==> config.mk <==
export PLATFORM = sky130hd
export DESIGN_NAME = rtc_validity_seq
export DESIGN_NICKNAME = d
export VERILOG_FILES = /design/src/rtl/rtc_validity_pkg.sv /design/src/rtl/rtc_validity_ctrl.sv /design/src/rtl/rtc_validity_dpath.sv /design/src/rtl/rtc_validity_seq.sv
export SDC_FILE = /design/constraint.sdc
export NUM_CORES = 1
export LEC_CHECK = 0
export BUFFER_PORTS_ARGS = -buffer_cell sky130_fd_sc_hd__buf_2
export CAP_MARGIN = 0
export CORE_UTILIZATION = 40
export CTS_BUF_LIST = sky130_fd_sc_hd__clkbuf_8
export DETAILED_ROUTE_END_ITERATION = 10
export HOLD_SLACK_MARGIN = 0.02
export PLACE_DENSITY = 0.66
export SLEW_MARGIN = 30
export SYNTH_ARGS = -nofsm -noshare
export SYNTH_HDL_FRONTEND = slang
export SYNTH_SLANG_ARGS = --single-unit
==> constraint.sdc <==
create_clock -name clk -period 4.6 [get_ports clk]
set_input_delay 0.92 -clock clk [delete_from_list [all_inputs] [get_ports clk]]
set_output_delay 0.92 -clock clk [all_outputs]
set_load 0.01 [all_outputs]
==> src/rtl/rtc_validity_pkg.sv <==
package rtc_validity_pkg;

  typedef enum logic [2:0] {
    ACC_NONE,
    ACC_RD_CTRL,
    ACC_WR_TINT,
    ACC_WR_ADJ,
    ACC_WR_BASE
  } acc_e;

  typedef enum logic [3:0] {
    S_OFF,
    S_CE,
    S_CHECK,
    S_CLR_TINT,
    S_ADJ,
    S_POLL,
    S_WAIT,
    S_BASE,
    S_END,
    S_HALT
  } state_e;

  typedef struct packed {
    acc_e acc;
    logic clrPoll;
    logic incPoll;
    logic clrDelay;
    logic incDelay;
    logic setValid;
    logic setErr;
  } seq_strobe_t;

endpackage

==> src/rtl/rtc_validity_ctrl.sv <==
module rtc_validity_ctrl
  import rtc_validity_pkg::*;
(
  input  logic        clk,
  input  logic        rstN,
  input  logic        regAck,
  input  logic        stopHit,
  input  logic        busyHit,
  input  logic        pollLast,
  input  logic        delayDone,
  output seq_strobe_t strb,
  output logic        ceOut,
  output logic        seqDone
);

  state_e state, nextState;

  always_ff @(posedge clk or negedge rstN) begin
    if (!rstN) state <= S_OFF;
    else       state <= nextState;
  end

  always_comb begin
    strb      = '0;
    strb.acc  = ACC_NONE;
    nextState = state;
    case (state)
      S_OFF: nextState = S_CE;
      S_CE:  nextState = S_CHECK;
      S_CHECK: begin
        strb.acc = ACC_RD_CTRL;
        if (regAck) begin
          if (stopHit) nextState = S_CLR_TINT;
          else begin
            strb.setValid = 1'b1;
            nextState     = S_END;
          end
        end
      end
      S_CLR_TINT: begin
        strb.acc = ACC_WR_TINT;
        if (regAck) nextState = S_ADJ;
      end
      S_ADJ: begin
        strb.acc = ACC_WR_ADJ;
        if (regAck) begin
          strb.clrPoll = 1'b1;
          nextState    = S_POLL;
        end
      end
      S_POLL: begin
        strb.acc = ACC_RD_CTRL;
        if (regAck) begin
          if (!busyHit) nextState = S_BASE;
          else if (pollLast) begin
            strb.setErr = 1'b1;
            nextState   = S_END;
          end else begin
            strb.incPoll  = 1'b1;
            strb.clrDelay = 1'b1;
            nextState     = S_WAIT;
          end
        end
      end
      S_WAIT: begin
        strb.incDelay = 1'b1;
        if (delayDone) nextState = S_POLL;
      end
      S_BASE: begin
        strb.acc = ACC_WR_BASE;
        if (regAck) nextState = S_END;
      end
      S_END:   nextState = S_HALT;
      default: nextState = S_HALT;
    endcase
  end

  assign ceOut   = !(state == S_OFF || state == S_END || state == S_HALT);
  assign seqDone = (state == S_END);

endmodule

==> src/rtl/rtc_validity_dpath.sv <==
module rtc_validity_dpath
  import rtc_validity_pkg::*;
#(
  parameter int              ADDR_W    = 4,
  parameter int              DATA_W    = 4,
  parameter logic [ADDR_W-1:0] CTRL_ADDR = 4'hF,
  parameter logic [ADDR_W-1:0] TINT_ADDR = 4'hE,
  parameter logic [DATA_W-1:0] BASE_VAL  = 4'h4,
  parameter logic [DATA_W-1:0] ADJ_MASK  = 4'h1,
  parameter logic [DATA_W-1:0] BUSY_MASK = 4'h2,
  parameter logic [DATA_W-1:0] STOP_MASK = 4'h8,
  parameter int              MAX_POLLS = 1000,
  parameter int              DELAY_CYC = 50
) (
  input  logic              clk,
  input  logic              rstN,
  input  seq_strobe_t       strb,
  input  logic [DATA_W-1:0] regRData,
  output logic              regReq,
  output logic              regWrite,
  output logic [ADDR_W-1:0] regAddr,
  output logic [DATA_W-1:0] regWData,
  output logic              stopHit,
  output logic              busyHit,
  output logic              pollLast,
  output logic              delayDone,
  output logic              timeValid,
  output logic              ioError
);

  localparam int POLL_W = $clog2(MAX_POLLS + 1);
  localparam int DLY_W  = $clog2(DELAY_CYC + 1);

  logic [POLL_W-1:0] pollCnt;
  logic [DLY_W-1:0]  delayCnt;
  logic              validQ, errQ;

  always_ff @(posedge clk or negedge rstN) begin
    if (!rstN) begin
      pollCnt  <= '0;
      delayCnt <= '0;
      validQ   <= 1'b0;
      errQ     <= 1'b0;
    end else begin
      if (strb.clrPoll)       pollCnt  <= '0;
      else if (strb.incPoll)  pollCnt  <= pollCnt + 1'b1;
      if (strb.clrDelay)      delayCnt <= '0;
      else if (strb.incDelay) delayCnt <= delayCnt + 1'b1;
      if (strb.setValid)      validQ   <= 1'b1;
      if (strb.setErr)        errQ     <= 1'b1;
    end
  end

  always_comb begin
    regReq   = 1'b1;
    regWrite = 1'b1;
    regAddr  = CTRL_ADDR;
    regWData = '0;
    case (strb.acc)
      ACC_RD_CTRL: regWrite = 1'b0;
      ACC_WR_TINT: regAddr  = TINT_ADDR;
      ACC_WR_ADJ:  regWData = BASE_VAL | ADJ_MASK;
      ACC_WR_BASE: regWData = BASE_VAL;
      default: begin
        regReq   = 1'b0;
        regWrite = 1'b0;
      end
    endcase
  end

  assign stopHit   = |(regRData & STOP_MASK);
  assign busyHit   = |(regRData & BUSY_MASK);
  assign pollLast  = (pollCnt == POLL_W'(MAX_POLLS - 1));
  assign delayDone = (delayCnt == DLY_W'(DELAY_CYC - 1));
  assign timeValid = validQ;
  assign ioError   = errQ;

endmodule

==> src/rtl/rtc_validity_seq.sv <==
module rtc_validity_seq
  import rtc_validity_pkg::*;
#(
  parameter int              ADDR_W    = 4,
  parameter int              DATA_W    = 4,
  parameter logic [ADDR_W-1:0] CTRL_ADDR = 4'hF,
  parameter logic [ADDR_W-1:0] TINT_ADDR = 4'hE,
  parameter logic [DATA_W-1:0] BASE_VAL  = 4'h4,
  parameter logic [DATA_W-1:0] ADJ_MASK  = 4'h1,
  parameter logic [DATA_W-1:0] BUSY_MASK = 4'h2,
  parameter logic [DATA_W-1:0] STOP_MASK = 4'h8,
  parameter int              MAX_POLLS = 1000,
  parameter int              CLK_HZ    = 50_000_000,
  parameter int              DELAY_NS  = 1000
) (
  input  logic              clk,
  input  logic              rstN,
  input  logic              regAck,
  input  logic [DATA_W-1:0] regRData,
  output logic              ceOut,
  output logic              regReq,
  output logic              regWrite,
  output logic [ADDR_W-1:0] regAddr,
  output logic [DATA_W-1:0] regWData,
  output logic              timeValid,
  output logic              ioError,
  output logic              seqDone
);

  localparam int DELAY_RAW = (CLK_HZ / 1000) * DELAY_NS / 1_000_000;
  localparam int DELAY_CYC = (DELAY_RAW < 1) ? 1 : DELAY_RAW;

  seq_strobe_t strb;
  logic stopHit, busyHit, pollLast, delayDone;

  rtc_validity_ctrl u_ctrl (
    .clk(clk), .rstN(rstN), .regAck(regAck),
    .stopHit(stopHit), .busyHit(busyHit), .pollLast(pollLast), .delayDone(delayDone),
    .strb(strb), .ceOut(ceOut), .seqDone(seqDone)
  );

  rtc_validity_dpath #(
    .ADDR_W(ADDR_W), .DATA_W(DATA_W), .CTRL_ADDR(CTRL_ADDR), .TINT_ADDR(TINT_ADDR),
    .BASE_VAL(BASE_VAL), .ADJ_MASK(ADJ_MASK), .BUSY_MASK(BUSY_MASK), .STOP_MASK(STOP_MASK),
    .MAX_POLLS(MAX_POLLS), .DELAY_CYC(DELAY_CYC)
  ) u_dpath (
    .clk(clk), .rstN(rstN), .strb(strb), .regRData(regRData),
    .regReq(regReq), .regWrite(regWrite), .regAddr(regAddr), .regWData(regWData),
    .stopHit(stopHit), .busyHit(busyHit), .pollLast(pollLast), .delayDone(delayDone),
    .timeValid(timeValid), .ioError(ioError)
  );

endmodule

==> run metrics <==
outcome=complete, no violations; ranking of synthesized cells by area=dfrtp_1 40%, a21oi_1 4.3%, o31ai_1 4.3%, or4_1 3.3%, buf_4 2.7%; setup tns final=0 ps; core box area=3150 µm²; WP data arrival=1610 ps; Worst setup startpoint=u_ctrl.state[0]; Worst Path Required=3680 ps; cts hold-fix bufs=0; CP endpoint=regWrite; GRT Overall Usage=17.4%; post-synthesis cell area=1380 µm²; area added between synthesis and finish=8.87%; Post-Route Skew=0.932 ps; Hold Vio Cnt, Final=0; synthesized instance count=148; kind of critical path=reg -> out; DPL Wire Length=2.02 mm; CP max FO=15; EDFF count, synth=0; register area share after synthesis=39.8%; maximum clock insertion buffer count=2; most frequent cell after synthesis=dfrtp_1; Root Driver=clkbuf_8; vias=1171; clk slew on worst S/H paths=80 ps; antenna diode instance count=0; predominant post-synthesis flop cell=dfrtp_1; global-route wire length before repair=4.83 mm; post-synth cell types=45; cts repair resizes=0; Post-synth top cells=22 x dfrtp_1, 12 x a21oi_1, 10 x nor2_1; first drt pass iteration count=4; startpoint types=flip-flop; worst hold-check path type=reg -> reg; Die Area=3700 µm²; per-cell routed wire length=14.1 µm; antenna violations before repair=0; Pleak=0.623 nW; # setup viols final=0; power density over the cells=226 nW/µm²; gr ovfl total=0; Yosys reg bits=22; TritonCTS buffer count=3; FF-to-FF Start=u_ctrl.state[0]; ANT nets after route=0; Worst R2R Path Depth=4; IO Pins=21; clock sinks=22; syn avg cell area=9.34 µm²; count of pins over their slew limit=0; placer congestion estimate=0.865; Peak VDD IR=0.212 mV; Die Height=60.8 µm; top-area cell type share of the netlist area=39.8%; port bufs=13; clock latency at the later pin of the worst-skew pair=260 ps; largest net degree at the start of global routing=23; Via density=5.83; Initial Util=43.8%; Worst R2R End=u_ctrl.state[1]; vias in the first global route=1112; final worst-path cycle share=55.0%; WHS=456 ps; min cycle time layout=2530 ps; die width=60.8 µm; RSZ-0062 raised after global routing=false; post-CTS setup-driven buffer insertion count=0; TritonCTS clock tree=built; fraction of layout cells with a size suffix above 1=14.0%; Synth warnings=0; CP endpoint kind=output pin; fmax=395 MHz; Max-Cap Viols=0; Synth async-reset ratio=100%; FP Rows=20; 1st-iter DRT viols=91; WL final=2.83 mm; NumNets Final=168; total power=0.339 mW; post-synth top area cell=dfrtp_1; FF-to-FF setup slack=2670 ps; H-tree depth=1; Finished Core Util=47.7%; DRC Markers=0
==> through the flow <==
step | instance area, µm² | cells | worst slack (ps)
floorplan | 1390 | 151 | 2290
global placement | 1450 | 197 | 2380
detailed placement | 1450 | 197 | 2380
CTS | 1510 | 201 | 2070
global route | 1510 | 201 | 1970
finish | 1510 | 201 | 2070
==> routing by layer <==
metal | vias up | global-route usage, % | part of all wire, %
li1 | 560 | - | -
met1 | 573 | 20.8 | 46
met2 | 34 | 30.6 | 49
met3 | 4 | 4.26 | 4.0
met4 | 0 | 5.84 | 1.1
met5 | - | 0 | 0
==> kinds of logic after synthesis <==
logic type / after synthesis / share of synthesized area, %
AO/OA/AOI/OAI: 38 / 18.2
XOR/XNOR: 5 / 3.17
adder cells (fa/ha/maj): 3 / 2.72
buffers and inverters: 16 / 5.97
flip-flops: 22 / 39.8
multiplexers: 2 / 1.54
other: 2 / 0.543
AND/OR/NAND/NOR: 60 / 28.1
==> power by group <==
group          leakage (nW)  internal, mW  switching (mW)
sequential            0.266         0.193               0
combinational         0.328       0.00148         0.00850
clock                0.0288        0.0762          0.0602
==> cells in the final DEF (no fill, tap or decap), drive strengths merged, types with 3 or more instances in the layout <==
master	count
dfrtp	22
buf	13
a21oi	12
nor2	10
nand2	9
o31ai	8
o21ai	6
or4	6
inv	5
conb	5
nand3	5
nand4	5
xor2	4
clkbuf	4
nand2b	3
and2	3
and4	3
ha	3
==> worst min-delay path by stage <==
stage / startpoint / cells past startpoint / slack, ps / to
2_1_floorplan: u_dpath.ioError / 1 / 490 / u_dpath.ioError
3_3_place_gp: u_dpath.ioError / 1 / 440 / u_dpath.ioError
3_5_place_dp: u_dpath.ioError / 1 / 440 / u_dpath.ioError
4_1_cts: u_dpath.ioError / 1 / 460 / u_dpath.ioError
5_1_grt: u_dpath.ioError / 1 / 480 / u_dpath.ioError
6_report: u_dpath.ioError / 1 / 460 / u_dpath.ioError
==> critical path, cell delays in order (launching register included) <==
cell	delay, ps
dfrtp_1	590
nor2b_1	180
nor4b_1	320
nand2b_1	140
buf_2	120
==> state kept, by name (all words and copies together), names as in the netlist <==
| name | flops |
|---|---|
| u_ctrl.state | 4 |
| u_dpath.delayCnt | 6 |
| u_dpath.ioError | 1 |
| u_dpath.pollCnt | 10 |
| u_dpath.timeValid | 1 |
==> layout make-up <==
cell class,count,area [µm²]
Timing Repair Buffer,13,65.1
Fill cell,304,1650
Multi-Input combinational cell,113,761
Sequential cell,22,551
Clock buffer,4,55.1
Inverter,5,18.8
Tap cell,44,55.1
Power figures use the tool's default switching activity.
